$ cat config.mk
export PLATFORM = sky130hd
export DESIGN_NAME = scl_rate_gen
export DESIGN_NICKNAME = d
export VERILOG_FILES = /design/src/rtl/scl_rate_pkg.sv /design/src/rtl/scl_prescale.sv /design/src/rtl/scl_phase_seq.sv /design/src/rtl/scl_rate_gen.sv
export SDC_FILE = /design/constraint.sdc
export NUM_CORES = 1
export LEC_CHECK = 0
export BUFFER_PORTS_ARGS = -buffer_cell sky130_fd_sc_hd__buf_2
export CORE_MARGIN = 2
export CORE_UTILIZATION = 60
export CTS_BUF_LIST = sky130_fd_sc_hd__clkbuf_2 sky130_fd_sc_hd__clkbuf_4 sky130_fd_sc_hd__clkbuf_8
export DETAILED_ROUTE_END_ITERATION = 8
export HOLD_SLACK_MARGIN = 0.02
export PLACE_DENSITY = 0.81
export SETUP_SLACK_MARGIN = 0.3
export SLEW_MARGIN = 20
export SYNTH_ARGS = -nofsm -noshare
export SYNTH_HDL_FRONTEND = slang
export SYNTH_SLANG_ARGS = --single-unit
$ cat constraint.sdc
create_clock -name clk -period 2.7 [get_ports clk]
set_input_delay 0.405 -clock clk [delete_from_list [all_inputs] [get_ports clk]]
set_output_delay 0.405 -clock clk [all_outputs]
set_load 0.005 [all_outputs]
$ cat src/rtl/scl_rate_pkg.sv
package scl_rate_pkg;
  localparam int unsigned M_W    = 4;
  localparam int unsigned N_W    = 3;
  localparam int unsigned BAUD_W = M_W + N_W;
  localparam int unsigned C2_W   = (1 << N_W) - 1;

  typedef struct packed {
    logic [M_W-1:0] m;
    logic [N_W-1:0] n;
  } baud_t;

  // Terminal count of the power-of-two stage: 2^n - 1
  function automatic logic [C2_W-1:0] pow2_last(input logic [N_W-1:0] n);
    logic [C2_W:0] t;
    t    = '0;
    t[0] = 1'b1;
    t    = t << n;
    t    = t - 1'b1;
    return t[C2_W-1:0];
  endfunction
endpackage

$ cat src/rtl/scl_prescale.sv
module scl_prescale
  import scl_rate_pkg::*;
(
  input  logic  clk,
  input  logic  rst_n,
  input  logic  run,
  input  logic  hold,
  input  baud_t cfg,
  output logic  wrap
);
  logic [M_W-1:0]  lin_q, lin_d;
  logic [C2_W-1:0] pw_q, pw_d;
  logic [C2_W-1:0] pw_last;
  logic            lin_wrap;
  logic            cnt_en;

  always_comb begin
    pw_last  = pow2_last(cfg.n);
    lin_wrap = (lin_q == cfg.m);
    cnt_en   = run && !hold;
    wrap     = cnt_en && lin_wrap && (pw_q == pw_last);
    lin_d    = lin_q;
    pw_d     = pw_q;
    if (!run) begin
      lin_d = '0;
      pw_d  = '0;
    end else if (cnt_en) begin
      if (lin_wrap) begin
        lin_d = '0;
        pw_d  = (pw_q == pw_last) ? '0 : pw_q + 1'b1;
      end else begin
        lin_d = lin_q + 1'b1;
      end
    end
  end

  always_ff @(posedge clk or negedge rst_n) begin
    if (!rst_n) begin
      lin_q <= '0;
      pw_q  <= '0;
    end else begin
      lin_q <= lin_d;
      pw_q  <= pw_d;
    end
  end
endmodule

$ cat src/rtl/scl_phase_seq.sv
module scl_phase_seq #(
  parameter int unsigned PHASES = 10,
  localparam int unsigned PH_W  = $clog2(PHASES),
  localparam int unsigned HALF  = PHASES / 2,
  localparam int unsigned SDA_AT = HALF / 2
) (
  input  logic            clk,
  input  logic            rst_n,
  input  logic            run,
  input  logic            step,
  output logic [PH_W-1:0] phase,
  output logic            scl_rel,
  output logic            tick,
  output logic            sda_upd
);
  logic [PH_W-1:0] ph_q, ph_d;
  logic            rel_q, rel_d;
  logic            tick_q, sda_q;

  always_comb begin
    ph_d = ph_q;
    if (!run)
      ph_d = '0;
    else if (step)
      ph_d = (ph_q == PH_W'(PHASES - 1)) ? '0 : ph_q + 1'b1;
    rel_d = !(run && (ph_d < PH_W'(HALF)));
  end

  always_ff @(posedge clk or negedge rst_n) begin
    if (!rst_n) begin
      ph_q   <= '0;
      rel_q  <= 1'b1;
      tick_q <= 1'b0;
      sda_q  <= 1'b0;
    end else begin
      ph_q   <= ph_d;
      rel_q  <= rel_d;
      tick_q <= step;
      sda_q  <= step && (ph_q == PH_W'(SDA_AT - 1));
    end
  end

  assign phase   = ph_q;
  assign scl_rel = rel_q;
  assign tick    = tick_q;
  assign sda_upd = sda_q;
endmodule

$ cat src/rtl/scl_rate_gen.sv
module scl_rate_gen
  import scl_rate_pkg::*;
#(
  parameter int unsigned PHASES   = 10,
  parameter logic [6:0]  BAUD_RST = 7'h44,
  localparam int unsigned PH_W    = $clog2(PHASES)
) (
  input  logic            clk,
  input  logic            rst_n,
  input  logic            en,
  input  logic            baud_we,
  input  logic [6:0]      baud_wdata,
  input  logic            scl_in,
  output logic            scl_out,
  output logic            tick,
  output logic [PH_W-1:0] phase,
  output logic            sda_upd
);
  baud_t baud_pend_q, baud_pend_d;
  baud_t baud_act_q, baud_act_d;
  logic  act_q;
  logic  stall;
  logic  wrap;
  logic  scl_rel;

  // Staged setting: applied at a full wrap or while idle
  always_comb begin
    baud_pend_d = baud_we ? baud_t'(baud_wdata) : baud_pend_q;
    baud_act_d  = baud_act_q;
    if (!act_q || wrap)
      baud_act_d = baud_pend_d;
    stall = act_q && scl_rel && !scl_in;
  end

  always_ff @(posedge clk or negedge rst_n) begin
    if (!rst_n) begin
      baud_pend_q <= baud_t'(BAUD_RST);
      baud_act_q  <= baud_t'(BAUD_RST);
      act_q       <= 1'b0;
    end else begin
      baud_pend_q <= baud_pend_d;
      baud_act_q  <= baud_act_d;
      act_q       <= en;
    end
  end

  scl_prescale u_pre (
    .clk  (clk),
    .rst_n(rst_n),
    .run  (act_q),
    .hold (stall),
    .cfg  (baud_act_q),
    .wrap (wrap)
  );

  scl_phase_seq #(.PHASES(PHASES)) u_seq (
    .clk    (clk),
    .rst_n  (rst_n),
    .run    (act_q),
    .step   (wrap),
    .phase  (phase),
    .scl_rel(scl_rel),
    .tick   (tick),
    .sda_upd(sda_upd)
  );

  assign scl_out = scl_rel;
endmodule

Word level (Yosys, flattened, before mapping)
Cells that the tools add are included.

Register bits: 33. Bits of input ports: 12. Output and inout bits: 7. Word-level logic and storage cells: 47.

Add/subtract/negate cells: 4. $lt $le $gt $ge: 1. Eq/ne operators: 6. Shift-type cells: 1. Multiplexer cells: 11. Reductions and logical operators: 13.

Operators with widths (count): 7-bit 2-to-1 mux (5); 4-bit 2-to-1 mux (6); 4-bit by 1-bit adder with 4-bit output (second input constant) (2); 7-bit by 1-bit adder with 7-bit output (second input constant) (1); 7-bit equality test (1); 1-bit logical AND (7); 1-bit by 3-bit << shifter with 7-bit output (first input constant) (1); 7-bit by 1-bit subtractor with 7-bit output (second input constant) (1); 4-bit by 1-bit equality test with 1-bit output (second input constant) (1); 4-bit equality test (1); 4-bit equality test (second input constant) (1); 1-bit zero test (4); 4-bit by 3-bit less-than comparator with 1-bit output (second input constant) (1); 2-bit by 1-bit inequality test with 1-bit output (second input constant) (2); 2-bit AND reduction (1); 1-bit logical OR (1).

Logic depth before layout (Yosys ltp)
Gate-level depths: netlist of the first run.

Depth after elaboration: 11. Depth in mapped cells: 8. Mapped depth without buffers: 8.

By module
From an unflattened synthesis of the first run, not the netlist that was laid out.

Cells, all modules: 159. Area total of the unflattened synthesis: 1804.2 µm².

Modules (own cells, without submodules): scl_prescale (instances 1, cells an instance 96, area an instance 849.6 µm², seq. area each 275.3 µm²); scl_rate_gen (instances 1, cells an instance 34, area an instance 620.6 µm², seq. area each 380.4 µm²); scl_phase_seq (instances 1, cells an instance 29, area an instance 334.1 µm², seq. area each 176.4 µm²).

Worst setup path before layout of the first run
Ideal clock, no wire load.

Kind: reg-to-reg. From: reg baud_act_q[1] (netlist bit). To: reg baud_act_q[0] (netlist bit). Library setup time: 125 ps. Data arrival time: 1776 ps. Data required time: 2575 ps. Setup slack: 799 ps. Stages on the path, launching flop included: 9. Path buffers: 2. Clock period less this slack: 1901 ps. Cells stage by stage: dfrtp_1 -> buf_6 -> nor2b_1 -> o2111ai_1 -> a21boi_2 -> nand4_2 -> buf_6 -> o21ai_4 -> mux2_4.

Word-level cells in the longest chain between the ends: 5.

Ends and longest elaborated chain: from (decl) (RTL line scl_rate_gen.sv:20) `baud_t baud_act_q, baud_act_d;`; from (signal assigned) (RTL line scl_rate_gen.sv:38) `baud_act_q <= baud_t'(BAUD_RST);`; from (signal assigned) (RTL line scl_rate_gen.sv:42) `baud_act_q <= baud_act_d;`; 1-bit by 3-bit << shifter with 7-bit output (RTL line scl_rate_pkg.sv:17) `t = t << n;`; 7-bit by 1-bit subtractor with 7-bit output (RTL line scl_rate_pkg.sv:18) `t = t - 1'b1;`; 7-bit equality test (RTL line scl_prescale.sv:21) `wrap = cnt_en && lin_wrap && (pw_q == pw_last);`; 1-bit logical AND (RTL line scl_prescale.sv:21); 1-bit logical OR (RTL line scl_rate_gen.sv:30) `if (!act_q || wrap)`.

Every way passes these cells. A chain may end at the register's enable or synchronous reset.

Worst setup path after layout of the first run
From: reg baud_act_q[1] (netlist bit). To: reg baud_act_q[4] (netlist bit).

Same word-level chain as after synthesis.

==> results of run 1 <==
-- logic make-up after synthesis --
logic type	count (synthesis)	synth area share [%]
DFF	33	46.8
buffers and inverters	15	4.23
adders and majority gates	4	2.82
xor gates and xnor gates	5	2.46
muxes	20	13.9
AOI/OAI and AO/OA	27	12.1
and+or+nand+nor	61	17.7
-- per-layer routing --
| layer | wire length, um | GRT usage, % | vias up |
|---|---|---|---|
| met5 | 0 | 0 | - |
| met4 | 78 | 13.0 | 0 |
| met3 | 199 | 6.81 | 10 |
| met2 | 1600 | 35.2 | 48 |
| met1 | 1430 | 27.9 | 649 |
| li1 | - | - | 626 |
-- cells in the mapped netlist, drive strengths merged, types with 3 or more instances --
cell type,n,area share [%]
a31oi,4,1.4
nor2b,3,1.1
nor2,10,2.1
and3,3,1.1
nand4,5,2.1
dfrtp,28,39
clkbuf,4,0.92
inv,7,1.5
ha,4,2.8
nand3,9,2.5
mux2i,4,2.3
nand2,18,3.8
o21ai,5,2.0
mux2,16,12
dfstp,5,7.4
xnor2,4,2.0
buf,4,1.8
-- worst max-delay path: cells and delay by family, from the launching register on --
| kind | cells | cell delay (ps) |
|---|---|---|
| multiplexers | 1 | 340 |
| AO/OA/AOI/OAI | 3 | 810 |
| AND/OR/NAND/NOR | 2 | 440 |
| flip-flops | 1 | 500 |
-- cell type report --
cell class / instances / area, um2
clock buffer: 7 / 58.8
tap: 31 / 38.8
fill: 217 / 836
sequential: 33 / 832
inverter: 7 / 26.3
timing repair buffer: 18 / 90.1
multi-input combinational: 117 / 870
clock inverter: 1 / 30.0
-- per-stage QoR --
| step | hold WS (ps) | setup WS (ps) | power [W] | instance area (um2) |
|---|---|---|---|---|
| CTS | 118 | 496 | 0.00115 | 1950 |
| global route | 144 | 333 | 0.00119 | 1950 |
| global placement | 484 | 625 | 0.000742 | 1860 |
| floorplan | 109 | 799 | 0.000715 | 1780 |
| finish | 113 | 492 | 0.00114 | 1950 |
| detailed placement | 487 | 514 | 0.000753 | 1860 |
-- where the power goes --
part | switching [W] | internal, W | leakage, nW | total (W)
registers | 0.0000463 | 0.000539 | 0.416 | 0.000585
logic | 0.0000756 | 0.0000839 | 0.439 | 0.000160
clock network | 0.000166 | 0.000231 | 0.0489 | 0.000397
-- how the worst max path moves through the flow --
stage	startpoint	endpoint	cells past startpoint	slack (ps)
after floorplan	baud_act_q[1]	baud_act_q[0]	8	800
after global placement	baud_act_q[1]	baud_act_q[1]	6	620
after detailed placement	baud_act_q[1]	baud_act_q[4]	6	510
after CTS	baud_act_q[1]	baud_act_q[4]	6	500
after global routing	baud_act_q[1]	baud_act_q[4]	6	330
final	baud_act_q[1]	baud_act_q[4]	6	490
-- flip-flops by register name, summed over array words and instances, names as in the netlist --
register,count
baud_act_q,7
baud_pend_q,7
u_pre.pw_q,7
u_pre.lin_q,4
u_seq.phase,4
act_q,1
u_seq.scl_rel,1
u_seq.sda_upd,1
u_seq.tick,1
==> summary.md, run 1 <==
| Metric | Value |
|---|---|
| VDD IR max | `493 uV` |
| Ys Warns | `0` |
| Initial antenna violation count | `0` |
| R2R depth | `6` |
| Tmin final | `2210 ps` |
| First-pass DRT Iterations | `4` |
| Global-route usage over all layers | `22.6%` |
| First-pass GRT wire length | `5610 um` |
| Hold Crit Class | `in2async` |
| Gr ovfl total | `0` |
| Final setup skew | `11.8 ps` |
| CTS tree | `yes` |
| Routed via count | `1,333` |
| Routed vias/inst | `6.23` |
| Top_reg_cell synth | `dfrtp_1` |
| Setup TNS | `0 ps` |
| P&R area growth vs syn | `9.51%` |
| Final Hold Vio Count | `0` |
| Clock insertion delay at the later pin of the skew report | `340 ps` |
| #FFs+latches synth | `33` |
| H-tree levels | `2` |
| Flop-to-flop setup slack | `490 ps` |
| Final period util | `81.8%` |
| Clock tree buffer depth | `2` |
| Leading cell type in the layout, fill and taps excluded | `dfrtp_1` |
| Die Width | `58.4 um` |
| Register area share after synthesis | `46.8%` |
| Die ar. | `0.00341 mm2` |
| Row cnt | `19` |
| Worst-path clk slew | `100 ps` |
| Most frequent cells in the layout | `dfrtp_1 (28), nand2_1 (18), buf_2 (18)` |
| Final setup viols | `0` |
| Least-Margin Pin Slew | `737 ps` |
| Detailed Place HPWL | `2330 um` |
| Post-synthesis cell area | `0.00178 mm2` |
| RSZ-0062 raised after global routing | `false` |
| Vias in the first global route | `1,245` |
| DR iter-0 viols | `34` |
| Initial Utilization | `63.9%` |
| Pwr per Cell Area | `587 mW/mm2` |
| Count of input and output buffers | `18` |
| Max Clk Rate | `0.453 GHz` |
| Num Clock Sinks | `33` |
| Largest net degree at the start of global routing | `34` |
| CTS resizes | `0` |
| Critical path launch point type | `flip-flop` |
| Leak | `0.904 nW` |
| CP Cell Sequence | `nor2b_1 -> o2111ai_1 -> a21boi_2 -> nand4_2 -> o21ai_4 -> mux2_4` |
| WL final | `3310 um` |
| Fin. max-slew vios | `0` |
| Avg Inst Size Synth | `10.8 um2` |
| Die Height | `58.4 um` |
| Crit path required time | `2940 ps` |
| CP max-delay cell | `dfrtp_1` |
| Synthesized instance count | `165` |
| Mapped Nets | `181` |
| CTS buffer count | `5` |
| Drt wl/cell | `15.5 um` |
| Ant diodes | `0` |
| Post-synth EDFFs | `0` |
| Layout cells sized above 1 | `28.4%` |
| Root buffer cell | `clkbuf_4` |
| Core box area | `0.00278 mm2` |
| DRC | `0` |
| Fin nets | `198` |
| FFs w/ async S/R, synth | `100%` |
| Worst path arrival time | `2440 ps` |
| Hold buffer count at CTS | `0` |
| Worst Setup End Kind | `flip-flop` |
| Post-CTS setup buffers | `0` |
| Placed Instances | `206` |
| Slew Limit Headroom | `50.8%` |
| Biggest cell delay along the critical path | `500 ps` |
| Max Cap Viol | `0` |
| Reg2Reg Capture Point | `baud_act_q[4]` |
| DRT antenna net count | `0` |
| Worst Setup Path Type | `reg2reg` |
| Post-Layout Cell Count | `214` |
| Finished Core Util | `70.0%` |
| Post-synth cell types | `48` |
| I/O pin cnt | `19` |
| Status | `finished clean` |
| RR Startpoint | `baud_act_q[1]` |
| Routability Congestion | `0.849` |
| Crit-path max FO | `11` |
(Power assumes the default switching activity.)
==> run 2, diff against run 1 <==
==> constraint.sdc (replaced) <==
create_clock -name clk -period 2.05 [get_ports clk]
set_input_delay 0.3075 -clock clk [delete_from_list [all_inputs] [get_ports clk]]
set_output_delay 0.3075 -clock clk [all_outputs]
set_load 0.005 [all_outputs]
==> run 2 against run 1 <==
Design area rose by 10%. Global-route usage rose by 1.3 points. Non-clock buffer count rose by 11. Via count rose by 6.2%. Sequential power rose by 31%. Total power rose by 39%. Largest power group unchanged. Count of clock-buffer cells in the layout did not move. Register-to-register slack got worse by 380 ps. Clock power rose by 32%. Largest cell class unchanged.
==> summary.md, run 2 (same netlist as run 1, synthesis figures left out) <==
| Metric | Value |
|---|---|
| Fill cells | `186` |
| Die Height | `58.4 um` |
| Drt wl/cell | `17.5 um` |
| Worst Setup End Kind | `flip-flop` |
| Grt met3 use | `7.25%` |
| Clock insertion delay at the later pin of the skew report | `340 ps` |
| Clock tree buffer depth | `2` |
| CP endpoint | `baud_act_q[0]` |
| Status | `finished clean` |
| Fin. max-slew vios | `0` |
| Worst-path clk slew | `100 ps` |
| Hold Crit Class | `in2async` |
| Final setup viols | `0` |
| Crit path required time | `2280 ps` |
| Clock power share | `33.0%` |
| I/O pin cnt | `19` |
| Final period util | `94.5%` |
| Sequential Power Share | `48.4%` |
| Num Clock Sinks | `33` |
| Fin nets | `209` |
| Row cnt | `19` |
| First-pass DRT Iterations | `5` |
| Critical path launch point type | `flip-flop` |
| CTS buffer count | `5` |
| Cell Area, Placed | `0.00189 mm2` |
| DRC | `0` |
| Slew Limit Headroom | `52.7%` |
| Gr ovfl total | `0` |
| Finished Core Util | `77.1%` |
| Count of input and output buffers | `18` |
| Flop-to-flop setup slack | `110 ps` |
| Vias in the first global route | `1,313` |
| Root buffer cell | `clkbuf_4` |
| DR iter-0 viols | `79` |
| H-tree levels | `2` |
| DRT antenna net count | `0` |
| Die ar. | `0.00341 mm2` |
| Met1 Use GR | `29.5%` |
| Detailed Place HPWL | `2520 um` |
| Routed via count | `1,416` |
| Crit-path max FO | `8` |
| Max Clk Rate | `0.516 GHz` |
| Largest net degree at the start of global routing | `34` |
| RR Startpoint | `u_pre.pw_q[5]` |
| Leading cell type in the layout, fill and taps excluded | `dfrtp_1` |
| WL final | `3930 um` |
| Setup TNS | `0 ps` |
| Max Cap Viol | `0` |
| VDD IR max | `690 uV` |
| R2R depth | `7` |
| Die Width | `58.4 um` |
| Reg2Reg Capture Point | `baud_act_q[0]` |
| RSZ-0062 raised after global routing | `true` |
| Final Hold Vio Count | `0` |
| Least-Margin Pin Slew | `709 ps` |
| Net Sw Frac | `25.9%` |
| Global-route usage over all layers | `23.9%` |
| Initial antenna violation count | `0` |
| Initial Utilization | `63.9%` |
| Core box area | `0.00278 mm2` |
| Logic pwr share | `18.6%` |
| CP startpoint | `u_pre.pw_q[5]` |
| Worst Setup Path Type | `reg2reg` |
| Most frequent cells in the layout | `dfrtp_1 (26), buf_2 (18), nand2_1 (17)` |
| First-pass GRT wire length | `5980 um` |
| Ant diodes | `0` |
| Layout cells sized above 1 | `40.7%` |
| Design area | `0.00214 mm2` |
| GRT met2 Usage | `39.0%` |
| Routed vias/inst | `6.29` |
| Final setup skew | `9.66 ps` |
| Routability Congestion | `0.792` |
| CTS tree | `yes` |
| Leak | `0.976 nW` |
| Pwr per Cell Area | `738 mW/mm2` |
| Tmin final | `1940 ps` |
| Int Pwr | `0.00117 W` |
| GR peak layer | `met2` |
| P&R area growth vs syn | `20.7%` |
| P_sw | `0.000410 W` |
| Largest regs | `baud_act_q: 7 flops, baud_pend_q: 7 flops, u_pre.pw_q: 7 flops` |
| Worst path arrival time | `2160 ps` |
run 2: changes by cell type in the layout (fill, tap and decap cells not counted), sizes merged:
cell  delta
buf     +11
run 2: power by group through the flow:
| stage | Clock, W | Combinational, W | Sequential (W) |
|---|---|---|---|
| 2_1_floorplan | 0 | 0.000193 | 0.000749 |
| 3_3_place_gp | 0 | 0.000222 | 0.000772 |
| 3_5_place_dp | 0 | 0.000232 | 0.000775 |
| 4_1_cts | 0.000530 | 0.000268 | 0.000762 |
| 5_1_grt | 0.000552 | 0.000324 | 0.000773 |
| 6_report | 0.000523 | 0.000294 | 0.000766 |
run 2: what timing repair did:
action,in CTS,in global routing
setup buffers,3,3
hold buffers,0,0
endpoints found under the setup margin,19,20
gates resized for setup,11,14
pin swaps,6,11
run 2: area by class of cell:
cell class	instances	area, um2	area share [%]
repair buffers	29	200	9.33
well taps	31	38.8	1.81
clock inverters	1	30.0	1.40
clock buffers	7	58.8	2.74
inverters	7	26.3	1.23
multi-input cells	117	956	44.6
flip-flops and latches	33	835	38.9
run 2: layer usage:
layer,up-vias,wire [um]
li1,648,-
met5,-,0
met2,45,2030
met4,0,69
met1,714,1630
met3,9,198
run 2: critical path: stages (launching register included):
cell,delay (ps)
dfrtp_1,460
inv_1,130
a31oi_1,200
o221a_2,260
nand4_4,150
o21ai_4,180
buf_12,150
mux2_4,300
run 2: worst min path at each step:
stage               slack [ps]   from  depth (start not counted)             end
detailed placement         400  rst_n                          1  baud_pend_q[0]
finish                      10  rst_n                          1   baud_act_q[3]
CTS                         30  rst_n                          1   baud_act_q[3]
global route                60     en                          1           act_q
floorplan                   10  rst_n                          0           act_q
global placement           390  rst_n                          1  baud_pend_q[0]
run 2: through the flow:
stage	power [W]	setup WS (ps)	hold slack, ps	cells
6_report	0.00158	113	9.74	225
4_1_cts	0.00156	162	27.9	222
5_1_grt	0.00165	43.9	59.8	225
2_1_floorplan	0.000942	150	11.9	165
3_5_place_dp	0.00101	94.2	402	211
3_3_place_gp	0.000994	149	392	211
==> run 3, diff against run 2 <==
--- a/config.mk
+++ b/config.mk
@@ -11,7 +11,7 @@
 export CTS_BUF_LIST = sky130_fd_sc_hd__clkbuf_2 sky130_fd_sc_hd__clkbuf_4 sky130_fd_sc_hd__clkbuf_8
 export DETAILED_ROUTE_END_ITERATION = 8
 export HOLD_SLACK_MARGIN = 0.02
-export PLACE_DENSITY = 0.81
+export PLACE_DENSITY = 0.91
 export SETUP_SLACK_MARGIN = 0.3
 export SLEW_MARGIN = 20
 export SYNTH_ARGS = -nofsm -noshare
==> run 3 against run 2 <==
Hold slack gained 49 ps. Clock skew grew 0.89 ps. Design area is essentially flat. Final cell count grew 2.2%. Total power shrank 9.2%. Count of clock-buffer cells in the layout shrank 2. Maximum frequency grew 0.33%. Non-clock buffer count grew 5.
==> summary.md, run 3 (same netlist as run 1, synthesis figures left out) <==
| Metric | Value |
|---|---|
| DRT antenna net count | `0` |
| Clock power share | `25.3%` |
| Gr ovfl total | `0` |
| Fin. max-slew vios | `0` |
| Logic pwr share | `21.3%` |
| Final setup viols | `0` |
| Clock insertion delay at the later pin of the skew report | `350 ps` |
| Routed length on met3 | `172 um` |
| Die Height | `58.4 um` |
| Final Hold Vio Count | `0` |
| P_sw | `0.000432 W` |
| Initial antenna violation count | `0` |
| Die ar. | `0.00341 mm2` |
| Leak | `0.981 nW` |
| Leading cell type in the layout, fill and taps excluded | `dfrtp_1` |
| Finished Core Util | `77.1%` |
| Drt wl/cell | `17.7 um` |
| Worst Setup End Kind | `flip-flop` |
| Die Width | `58.4 um` |
| Hold path start | `en` |
| Crit-path max FO | `5` |
| Global-route usage over all layers | `24.4%` |
| Tmin final | `1930 ps` |
| DR iter-0 viols | `57` |
| Detailed Place HPWL | `2500 um` |
| Net Sw Frac | `30.0%` |
| DR WL met2 | `2140 um` |
| RR Startpoint | `baud_act_q[6]` |
| Dpl ws | `53.3 ps` |
| Count of input and output buffers | `18` |
| Top sig layer | `met4` |
| Pwr per Cell Area | `670 mW/mm2` |
| CTS tree | `yes` |
| Max Cap Viol | `0` |
| Root buffer cell | `clkbuf_4` |
| Status | `finished clean` |
| Hold Crit Class | `in2reg` |
| Core box area | `0.00278 mm2` |
| Largest regs | `baud_act_q: 7 flops, baud_pend_q: 7 flops, u_pre.pw_q: 7 flops` |
| Worst Setup Path Type | `reg2reg` |
| Layout cells sized above 1 | `43.2%` |
| Max Clk Rate | `0.518 GHz` |
| First-pass GRT wire length | `6110 um` |
| RSZ-0062 raised after global routing | `true` |
| Least-Margin Pin Slew | `731 ps` |
| Largest net degree at the start of global routing | `34` |
| VDD IR max | `746 uV` |
| Crit path required time | `2330 ps` |
| CP startpoint | `baud_act_q[6]` |
| P&R area growth vs syn | `20.6%` |
| Pwr Total | `0.00144 W` |
| Vias in the first global route | `1,327` |
| Worst-path clk slew | `110 ps` |
| Fin nets | `214` |
| I/O pin cnt | `19` |
| CTS buffer count | `5` |
| Most frequent cells in the layout | `dfrtp_1 (25), buf_2 (18), nand2_1 (16)` |
| Ant diodes | `0` |
| Final WS setup | `120 ps` |
| Routability Congestion | `0.863` |
| Slew Limit Headroom | `51.3%` |
| Critical path launch point type | `flip-flop` |
| Clock tree buffer depth | `2` |
| Row cnt | `19` |
| Worst path arrival time | `2210 ps` |
| Fill cells | `163` |
| Final period util | `94.2%` |
| Sequential Power Share | `53.4%` |
| H-tree levels | `2` |
| DRC | `0` |
| WL final | `4060 um` |
| Num Clock Sinks | `33` |
| Int Pwr | `0.00101 W` |
| Final setup skew | `10.6 ps` |
| Met1 WL | `1670 um` |
| Initial Utilization | `63.9%` |
| Setup TNS | `0 ps` |
| Routed vias/inst | `6.20` |
| First-pass DRT Iterations | `4` |
| Routed via count | `1,425` |
run 3: cell type report:
| class | instances | area, um2 | share of cell area, % |
|---|---|---|---|
| multi-input cells | 117 | 958 | 44.7 |
| repair buffers | 34 | 229 | 10.7 |
| well taps | 31 | 38.8 | 1.81 |
| clock inverters | 3 | 17.5 | 0.817 |
| clock buffers | 5 | 37.5 | 1.75 |
| inverters | 7 | 26.3 | 1.23 |
| flip-flops and latches | 33 | 836 | 39.0 |
run 3: critical path, stage by stage (launching register included):
cell	delay, ps
dfstp_2	570
xnor2_2	120
nand4_1	160
or2_4	300
or4_4	540
a21boi_2	170
run 3: stage by stage:
| stage | area, um2 | std cells | hold slack (ps) |
|---|---|---|---|
| finish | 2140 | 230 | 58.4 |
| global route | 2140 | 230 | 46.4 |
| CTS | 2020 | 226 | 46.8 |
| detailed placement | 1890 | 210 | 398 |
| global placement | 1890 | 210 | 384 |
| floorplan | 1780 | 165 | 11.9 |
run 3: routing by layer:
metal  vias to the layer above  global-route usage (%)
met1                       713                    30.1
met2                        45                    40.9
met4                         0                    12.0
li1                        661                       -
met5                         -                       0
met3                         6                    4.62
run 3: final timing paths:
check	endpoint	depth (start not counted)	slack [ps]
setup / recovery	u_seq.phase[3]	5	120
hold / removal	act_q	1	60
setup reg to reg	u_seq.phase[3]	5	120
hold reg to reg	baud_pend_q[0]	1	510
max in group asynchronous	baud_act_q[1]	2	990
min in group asynchronous	u_pre.pw_q[2]	2	540
run 3: power by group through the flow:
stage,Sequential [W],Clock [W],Combinational (W)
after floorplan,0.000749,0,0.000193
after global placement,0.000773,0,0.000213
after detailed placement,0.000778,0,0.000227
after CTS,0.000761,0.000368,0.000266
after global routing,0.000774,0.000393,0.000331
final,0.000767,0.000363,0.000307
run 3: repair_timing:
action / 4_1_cts / 5_1_grt
endpoints found under the hold margin: 27 / 0
gates resized for setup: 4 / 21
endpoints found under the setup margin: 19 / 21
gates cloned: 0 / 0
setup buffers: 7 / 4
hold buffers: 1 / 0
pin swaps: 2 / 12
